[src/rtl/bcd_calendar.sv]
module bcd_calendar (
  input  logic        clk,
  input  logic        rst_n,
  input  logic        tick,
  input  logic        load,
  input  logic [63:0] load_data,
  output logic [63:0] time_q
);
  logic [7:0] hs, sec, mnt, hr, dow, dat, mon, yr;
  logic [7:0] last_day;
  logic [6:0] yr_bin;
  logic       leap;
  logic       c_hs, c_sec, c_min, c_hr, c_dat, c_mon;

  function automatic logic [7:0] bump(input logic [7:0] v);
    bump = (v[3:0] == 4'd9) ? {v[7:4] + 4'd1, 4'd0} : {v[7:4], v[3:0] + 4'd1};
  endfunction

  assign yr_bin = {3'b000, yr[7:4]} * 7'd10 + {3'b000, yr[3:0]};
  assign leap   = (yr_bin[1:0] == 2'b00);

  always_comb begin
    case (mon)
      8'h02:                      last_day = leap ? 8'h29 : 8'h28;
      8'h04, 8'h06, 8'h09, 8'h11: last_day = 8'h30;
      default:                    last_day = 8'h31;
    endcase
  end

  assign c_hs  = tick  && (hs  == 8'h99);
  assign c_sec = c_hs  && (sec == 8'h59);
  assign c_min = c_sec && (mnt == 8'h59);
  assign c_hr  = c_min && (hr  == 8'h23);
  assign c_dat = c_hr  && (dat == last_day);
  assign c_mon = c_dat && (mon == 8'h12);

  always_ff @(posedge clk) begin
    if (!rst_n) begin
      hs  <= 8'h00;
      sec <= 8'h00;
      mnt <= 8'h00;
      hr  <= 8'h00;
      dow <= 8'h01;
      dat <= 8'h01;
      mon <= 8'h01;
      yr  <= 8'h00;
    end else if (load) begin
      {yr, mon, dat, dow, hr, mnt, sec, hs} <= load_data;
    end else begin
      if (tick)  hs  <= c_hs  ? 8'h00 : bump(hs);
      if (c_hs)  sec <= c_sec ? 8'h00 : bump(sec);
      if (c_sec) mnt <= c_min ? 8'h00 : bump(mnt);
      if (c_min) hr  <= c_hr  ? 8'h00 : bump(hr);
      if (c_hr)  dow <= (dow == 8'h07) ? 8'h01 : bump(dow);
      if (c_hr)  dat <= c_dat ? 8'h01 : bump(dat);
      if (c_dat) mon <= c_mon ? 8'h01 : bump(mon);
      if (c_mon) yr  <= (yr == 8'h99) ? 8'h00 : bump(yr);
    end
  end

  assign time_q = {yr, mon, dat, dow, hr, mnt, sec, hs};
endmodule

[config.mk]
export PLATFORM = sky130hd
export DESIGN_NAME = bcd_calendar
export DESIGN_NICKNAME = d
export VERILOG_FILES = /design/src/rtl/bcd_calendar.sv
export SDC_FILE = /design/constraint.sdc
export NUM_CORES = 1
export LEC_CHECK = 0
export BUFFER_PORTS_ARGS = -buffer_cell sky130_fd_sc_hd__buf_2
export CAP_MARGIN = 20
export CORE_AREA = 8 8 107 109
export CTS_CLUSTER_SIZE = 25
export DETAILED_ROUTE_END_ITERATION = 12
export DIE_AREA = 0 0 115 117
export PLACE_DENSITY = 0.71
export SLEW_MARGIN = 0
export SYNTH_ARGS = -nofsm -noshare
export SYNTH_HDL_FRONTEND = slang
export SYNTH_SLANG_ARGS = --single-unit
[constraint.sdc]
create_clock -name clk -period 2.7 [get_ports clk]
set_input_delay 0.54 -clock clk [delete_from_list [all_inputs] [get_ports clk]]
set_output_delay 0.54 -clock clk [all_outputs]
set_load 0.01 [all_outputs]
Word-level counts from Yosys, hierarchy flattened
Cells that the tools add are included.
{"block": "op_classes", "eq_ne": 21, "mul": 1, "add_sub_neg": 17, "muxes": 34, "n_reduce_logical": 31}
{"op": "$mux 8", "count": 32}
{"op": "$add 4x1->4 const B", "count": 16}
{"op": "$eq 4x4->1 const B", "count": 8}
{"op": "$eq 8x3->1 const B", "count": 3}
{"op": "$reduce_bool 3->1", "count": 8}
{"op": "$eq 8x5->1 const B", "count": 2}
{"op": "$eq 8x7->1 const B", "count": 2}
{"op": "$eq 8x8->1 const B", "count": 2}
{"op": "$reduce_and 2->1", "count": 8}
{"op": "$reduce_bool 2->1", "count": 7}
{"op": "$pmux 5 s2", "count": 1}
{"op": "$eq 8x2->1 const B", "count": 1}
{"op": "$eq 8x4->1 const B", "count": 1}
{"op": "$eq 8x6->1 const B", "count": 1}
{"op": "$eq 8x8->1", "count": 1}
{"op": "$logic_and 1x1->1", "count": 6}
{"op": "$mul 4x3->1 const B", "count": 1}
{"op": "$reduce_or 4->1", "count": 1}
{"op": "$add 2x2->2", "count": 1}
{"op": "$logic_not 2->1", "count": 1}
{"op": "$mux 1", "count": 1}
{"block": "word_totals", "regBits": 64, "output_inout_bits": 64, "in_bits": 68, "elab_cells": 120}

Depth between registers and ports, before layout
Gate-level depths: netlist of run 1.
{"block": "depth", "ltp_word": 11, "mapped_depth": 12}

Least setup slack after synthesis of run 1
Ideal clock, no wire load.
{"block": "synth_timing", "path_type": "reg-to-reg", "start": "reg mon[4]", "end": "reg dat[5]", "path_buffers": 1, "path_slack_ps": 320, "stages_incl_launch_ff": 10, "setup_ps": 70, "arrival_time_ps": 2310, "required_time_ps": 2630, "period_less_slack_ps": 2380, "cell_sequence": "dfxtp_1 -> inv_1 -> ha_1 -> or3b_2 -> o21ba_1 -> or4_1 -> and4b_1 -> buf_6 -> a221o_1 -> a21oi_1"}
{"block": "synth_between", "elab_chain_len": 8, "word_cells_on_any_way": 14, "classes_between": "6 x eq/ne; 4 x mux; 4 x reduce/logical"}
{"element": "from (decl)", "line_no": "9", "text": "logic [7:0] hs, sec, mnt, hr, dow, dat, mon, yr;"}
{"element": "from (signal assigned)", "line_no": "48", "text": "{yr, mon, dat, dow, hr, mnt, sec, hs} <= load_data;"}
{"element": "from (signal assigned)", "line_no": "56", "text": "if (c_dat) mon <= c_mon ? 8'h01 : bump(mon);"}
{"element": "$eq 8x3->1 (tied with other cells)", "line_no": "23", "text": "case (mon)"}
{"element": "$reduce_or 4->1", "line_no": "23"}
{"element": "$pmux 5 s2 (*)", "line_no": "23"}
{"element": "$eq 8x8->1 (*)", "line_no": "34", "text": "assign c_dat = c_hr && (dat == last_day);"}
{"element": "$logic_and 1x1->1 (*)", "line_no": "34"}
{"element": "$mux 8 (2 in series)", "line_no": "55", "text": "if (c_hr) dat <= c_dat ? 8'h01 : bump(dat);"}
{"element": "$mux 8", "line_no": "47", "text": "end else if (load) begin"}
{"element": "to (signal assigned)", "line_no": "48"}
{"element": "to (signal assigned)", "line_no": "55"}
{"element": "to (decl)", "line_no": "9"}
Every way passes the cells marked *; elsewhere a longest branch is shown, timed or not. The select of a mux whose other input is x is not followed.
A chain may end at the register's enable or synchronous reset.

Worst setup path after layout of run 1
{"block": "layout_timing", "start": "reg mon[5]", "end": "reg mon[2]"}
{"block": "layout_between", "elab_chain_len": 9, "word_cells_on_any_way": 15, "classes_between": "7 x eq/ne; 4 x mux; 4 x reduce/logical"}
{"element": "$eq 8x3->1 (tied with other cells)", "line_no": "23"}
{"element": "$reduce_or 4->1", "line_no": "23"}
{"element": "$pmux 5 s2", "line_no": "23"}
{"element": "$eq 8x8->1", "line_no": "34"}
{"element": "$logic_and 1x1->1", "line_no": "34"}
{"element": "$logic_and 1x1->1", "line_no": "35", "text": "assign c_mon = c_dat && (mon == 8'h12);"}
{"element": "$mux 8 (2 in series)", "line_no": "56"}
{"element": "$mux 8", "line_no": "47"}
Parallel ways exist; a longest one is shown, timed or not. The select of a mux whose other input is x is not followed.

==> qor.yml, run 1 <==
job:
  maxCapViolCount: 0
worst_hold_path:
  hp-class: "input pin to flop"
  worstHoldEndpoint: "mon[6]"
  hp-start: "load_data[54]"
  min_path_cells: 3
power_and_ir_drop:
  p_total_mw: 2.46
  seqPwrFrac: 0.446
  p_int_mw: 1.70
  switching_share: 0.310
  p_per_area_mw_per_mm2: 455
  p_sw_mw: 0.762
  leakage_nw: 2.34
  pwr-share-comb: 0.197
  clock_power_share: 0.357
  vdd_drop_max_v: 0.000261
floorplan:
  start_util: 0.431
  dieWidth_um: 115
  die_h_um: 117
  io_pins: 132
  core_region_area_mm2: 0.00991
  rows: 37
  die_area_mm2: 0.0135
critical_path:
  cp-start-kind: "flop"
  cp_slowest_cell: "or4_1"
  r2r_slack_ns: 0.17
  required_ns: 2.99
  crit_fanout: 5
  end_kind: "flop"
  crit_path_cell_trace: "inv_1 > ha_2 > or3b_2 > o21ba_2 > or4_4 > nand4b_1 > buf_4 > buf_12 > or4_1 > a31oi_1"
  critPathMaxStageDelay_ns: 0.46
  r2r_end: "mon[2]"
  crit_type: "flop to flop"
  ff2ff_path_depth: 10
  rr_startpoint: "mon[5]"
  cp.arrival_ns: 2.82
place:
  dp.cells: 804
  pre_cts_slack_ns: 0.0421
  gp_congestion: 0.844
  dp_hpwl_mm: 9.89
  portBuffers: 131
final_layout:
  fin_cells: 825
  area_growth_pct: 26.5
  nets: 780
  final_common_cell: "buf_2"
  drive_above_1_share: 0.274
  num_antenna_cells: 0
  final_cell_mix: "131 x buf_2, 63 x dfxtp_1, 60 x nor2_1"
timing:
  timing.setup.tns_ns: 0
  finalHoldViolations: 0
  relSlewSlack: 0.587
  final_max_slew_viol_count: 0
  final.min_clock_period_ns: 2.53
  fmax_ghz: 0.395
  worst_pin_slew_ns: 0.619
  setup_viol: 0
  post-route-period-util: 0.938
  fin_ws_ns: 0.167
  rsz0062_at_grt: "no"
  skew_ns: 0.0139
clock_network:
  cts_max_level: 3
  path_clk_slew_ns: 0.09
  cts_root_buf: "clkbuf_8"
  cts_sinks: 64
  clock_path_buffers: 2
  insertion_delay_ns: 0.35
  cts_made_buffers: 9
  cts_tree: "yes"
synth:
  syn_inst: 555
  ys.warnings.count: 0
  ys_ff_latch: 64
  async_flop_share: 0
  yosysSeqAreaShare: 0.300
  postSynthNetCount: 651
  syn_area_per_cell_um2: 7.70
  ys_types: 67
  syn_area_mm2: 0.00427
  synth_edf_count: 0
  synth_ff_type: "dfxtp_1"
drt:
  first_pass_iters: 5
  num_vias: 4746
  drt_iter0_markers: 340
  ant_nets: 0
  wl_mm: 13.9
  vias_per_cell: 5.75
  wl_per_cell_um: 16.8
  route.detailed.drc: 0
global_routing:
  grt-ovfl-total: 0
  grt_usage: 0.204
  grt_pass1_vias: 4718
  antenna_found_initial: 1
  busiest_layer: "met2"
  grt_first_pass_wirelength_mm: 22.4
  grt_util_met2: 0.341
  met3_usage: 0.0718
  grt_max_degree: 39
  gr-usage-met1: 0.238
outcome:
  status: "completed"
[repair_timing]
| item | in CTS | in global routing |
|---|---|---|
| resized for setup | 0 | 10 |
| endpoints found under the setup margin | 0 | 27 |
| hold buffers | 0 | 0 |
| setup buffers | 0 | 3 |
[metal layers]
metal | vias to the layer above | part of all wire
met2 | 207 | 0.49
met3 | 14 | 0.090
met5 | - | 0.00094
li1 | 2305 | -
met1 | 2218 | 0.41
met4 | 2 | 0.011
[final cells by class]
| class | count | area (um2) |
|---|---|---|
| timing repair buffer | 154 | 888 |
| clock buffer | 11 | 151 |
| fill | 981 | 4500 |
| sequential | 64 | 1280 |
| multi-input combinational | 428 | 2760 |
| tap | 136 | 170 |
| inverter | 27 | 101 |
| clock inverter | 5 | 55.1 |
[state kept, by name, indices dropped and copies added (netlist names)]
name,flops
hs,8
sec,8
hr,8
dat,8
mon,8
dow,8
mnt,8
yr,8
[worst max path at each step]
stage	startpoint	to	slack, ns	cells past startpoint
2_1_floorplan	mon[4]	dat[5]	0.32	9
3_3_place_gp	mon[5]	yr[4]	0.1	9
3_5_place_dp	hr[5]	dow[5]	0.04	7
4_1_cts	hr[5]	dow[5]	0.02	7
5_1_grt	mon[5]	mon[2]	0.01	10
6_report	mon[5]	mon[2]	0.17	10
[worst max-delay path, delay by kind of cell (launching register included)]
kind,cells,cell delay (ns)
flops,1,0.35
simple gates,4,1.14
compound gates,2,0.40
buf+inv,3,0.39
fa+ha+maj,1,0.19
[logic make-up after synthesis]
kind of cell / Yosys count / share of synthesized area
mux: 9 / 0.0214
buf+inv: 63 / 0.0606
fa+ha+maj: 28 / 0.0820
compound gates: 161 / 0.255
simple gates: 223 / 0.267
flops: 64 / 0.300
xor+xnor: 7 / 0.0143
[synthesized netlist by cell type, types with 7 or more instances]
library cell,n,share of area
o31ai_1,7,0.012
nand2_1,47,0.041
ha_1,28,0.082
a211oi_1,23,0.040
a31oi_1,10,0.015
o21ai_0,39,0.046
clkbuf_1,25,0.022
nand3_1,30,0.035
nand4_1,8,0.012
mux2i_1,8,0.019
nor3_1,20,0.023
dfxtp_1,64,0.30
nor2_1,60,0.053
a21oi_1,31,0.036
inv_1,26,0.023
[power groups by stage]
stage	sequential [mW]	clock (mW)	combinational (mW)
2_1_floorplan	1.12	0	0.264
3_3_place_gp	1.11	0	0.464
3_5_place_dp	1.12	0	0.473
4_1_cts	1.09	0.896	0.477
5_1_grt	1.11	0.936	0.541
6_report	1.10	0.879	0.483
[through the flow]
stage	area [um2]	hold WS, ns	utilization
4_1_cts	5310	0.419	0.536
3_5_place_dp	5100	0.511	0.515
2_1_floorplan	4270	0.517	-
6_report	5410	0.442	0.546
5_1_grt	5410	0.427	0.546
3_3_place_gp	5100	0.493	0.515
(Power assumes the default switching activity.)
==> run 2, diff against run 1 <==
Settings changed: CORE_AREA 8 8 107 109 to 8 8 113 115, DIE_AREA 0 0 115 117 to 0 0 121 123, PLACE_DENSITY 0.71 to 0.65.
==> run 2 against run 1 <==
  * Global-route usage down 2.3 points
  * Sequential power is essentially flat
  * Largest cell class unchanged
  * Count of clock-buffer cells in the layout down 2
  * Highest routed layer unchanged
==> qor.yml, run 2 (synthesis gave the netlist of run 1 again) <==
outcome:
  status: "completed"
final_layout:
  num_antenna_cells: 0
  final_cell_mix: "131 x buf_2, 64 x dfxtp_1, 60 x nor2_1"
  drive_above_1_share: 0.261
  final_common_cell: "buf_2"
  nets: 776
  area_growth_pct: 27.5
  fin_cells: 828
  design_area_mm2: 0.00545
  fillCellCount: 1077
  fin_util: 0.492
clock_network:
  clock_path_buffers: 2
  cts_made_buffers: 9
  cts_tree: "yes"
  cts_hold_buf: 0
  path_clk_slew_ns: 0.06
  cts_sinks: 64
  cts_max_level: 3
  cts_root_buf: "clkbuf_16"
  insertion_delay_ns: 0.34
critical_path:
  end_kind: "flop"
  ff2ff_path_depth: 9
  cp.arrival_ns: 2.77
  cp-start-kind: "flop"
  rr_startpoint: "mon[5]"
  crit_type: "flop to flop"
  r2r_slack_ns: 0.19
  required_ns: 2.97
  r2r_end: "mon[2]"
  crit_fanout: 5
timing:
  rsz0062_at_grt: "no"
  final_max_slew_viol_count: 0
  timing.setup.tns_ns: 0
  setup_viol: 0
  fin_hold_ws_ns: 0.450
  worst_pin_slew_ns: 0.585
  skew_ns: 0.00693
  post-route-period-util: 0.929
  final.min_clock_period_ns: 2.51
  finalHoldViolations: 0
  fin_ws_ns: 0.193
  relSlewSlack: 0.610
  fmax_ghz: 0.399
power_and_ir_drop:
  vdd_drop_max_v: 0.000226
  p_per_area_mw_per_mm2: 523
  leakage_nw: 2.37
  p_total_mw: 2.85
floorplan:
  die_h_um: 123
  io_pins: 132
  dieWidth_um: 121
  start_util: 0.386
  die_area_mm2: 0.0149
  rows: 39
  core_region_area_mm2: 0.0111
drt:
  wl_met2_mm: 6.43
  drt_iter0_markers: 333
  wl_mm: 13.7
  wl_per_cell_um: 16.6
  wl_met3_um: 987
  wl_met1_mm: 6.09
  num_vias: 4636
  first_pass_iters: 5
  vias_per_cell: 5.60
  ant_nets: 0
  top_layer_used: "met5"
  route.detailed.drc: 0
job:
  maxCapViolCount: 0
worst_hold_path:
  worstHoldEndpoint: "sec[3]"
  min_path_cells: 2
  hp-class: "input pin to flop"
  hp-start: "load_data[11]"
global_routing:
  antenna_found_initial: 1
  grt_max_degree: 37
  grt_usage: 0.181
  grt-ovfl-total: 0
  grt_pass1_vias: 4501
  grt_first_pass_wirelength_mm: 22.0
place:
  gp_congestion: 0.897
  dp_hpwl_mm: 10.0
  pre_cts_slack_ns: 0.0965
  dpl_cell_area_mm2: 0.00511
  dp.cells: 811
  portBuffers: 131
==> run 2: cell types whose count changed in the layout (fill, tap and decap cells not counted), sizes merged <==
cell and change:
buf -2, bufinv +1, clkbuf -4, clkinv +3, clkinvlp -2
==> run 2: worst max-delay path: stages, from the launching register on <==
cell and delay [ns]:
dfxtp_1 0.34, inv_1 0.09, ha_1 0.19, or3b_2 0.46
nand4b_1 0.19, a21oi_1 0.22, nand4b_1 0.15, buf_4 0.19
or4_1 0.46, a31oi_1 0.16
==> run 2: worst max-delay path by stage <==
stage               endpoint  startpoint
floorplan             dat[5]      mon[4]
global placement       yr[7]      mon[5]
detailed placement    mon[7]      mon[5]
CTS                   mon[7]      mon[5]
global route           yr[1]       hr[4]
finish                mon[2]      mon[5]
==> run 2: layout make-up <==
cell class | count | area (um2) | share of cell area
well taps | 143 | 179 | 0.0328
clock inverters | 7 | 96.3 | 0.0177
flip-flops and latches | 64 | 1280 | 0.235
repair buffers | 150 | 823 | 0.151
inverters | 27 | 101 | 0.0186
clock buffers | 9 | 225 | 0.0413
multi-input cells | 428 | 2740 | 0.503
==> run 2: where the power goes <==
part	internal, mW	leakage (nW)	switching [mW]
clock	0.810	0.159	0.465
combinational	0.217	1.68	0.264
sequential	1.01	0.529	0.0911
==> run 2: repair_timing <==
action / CTS / global route
endpoints found under the setup margin: 0 / 20
gates resized for setup: 0 / 4
buffers inserted: 0 / 1
==> run 2: metal layers <==
| metal | GRT usage | up-vias |
|---|---|---|
| met5 | 0 | - |
| met4 | 0.0757 | 2 |
| met3 | 0.0489 | 21 |
| met2 | 0.297 | 141 |
| met1 | 0.221 | 2178 |
| li1 | - | 2294 |
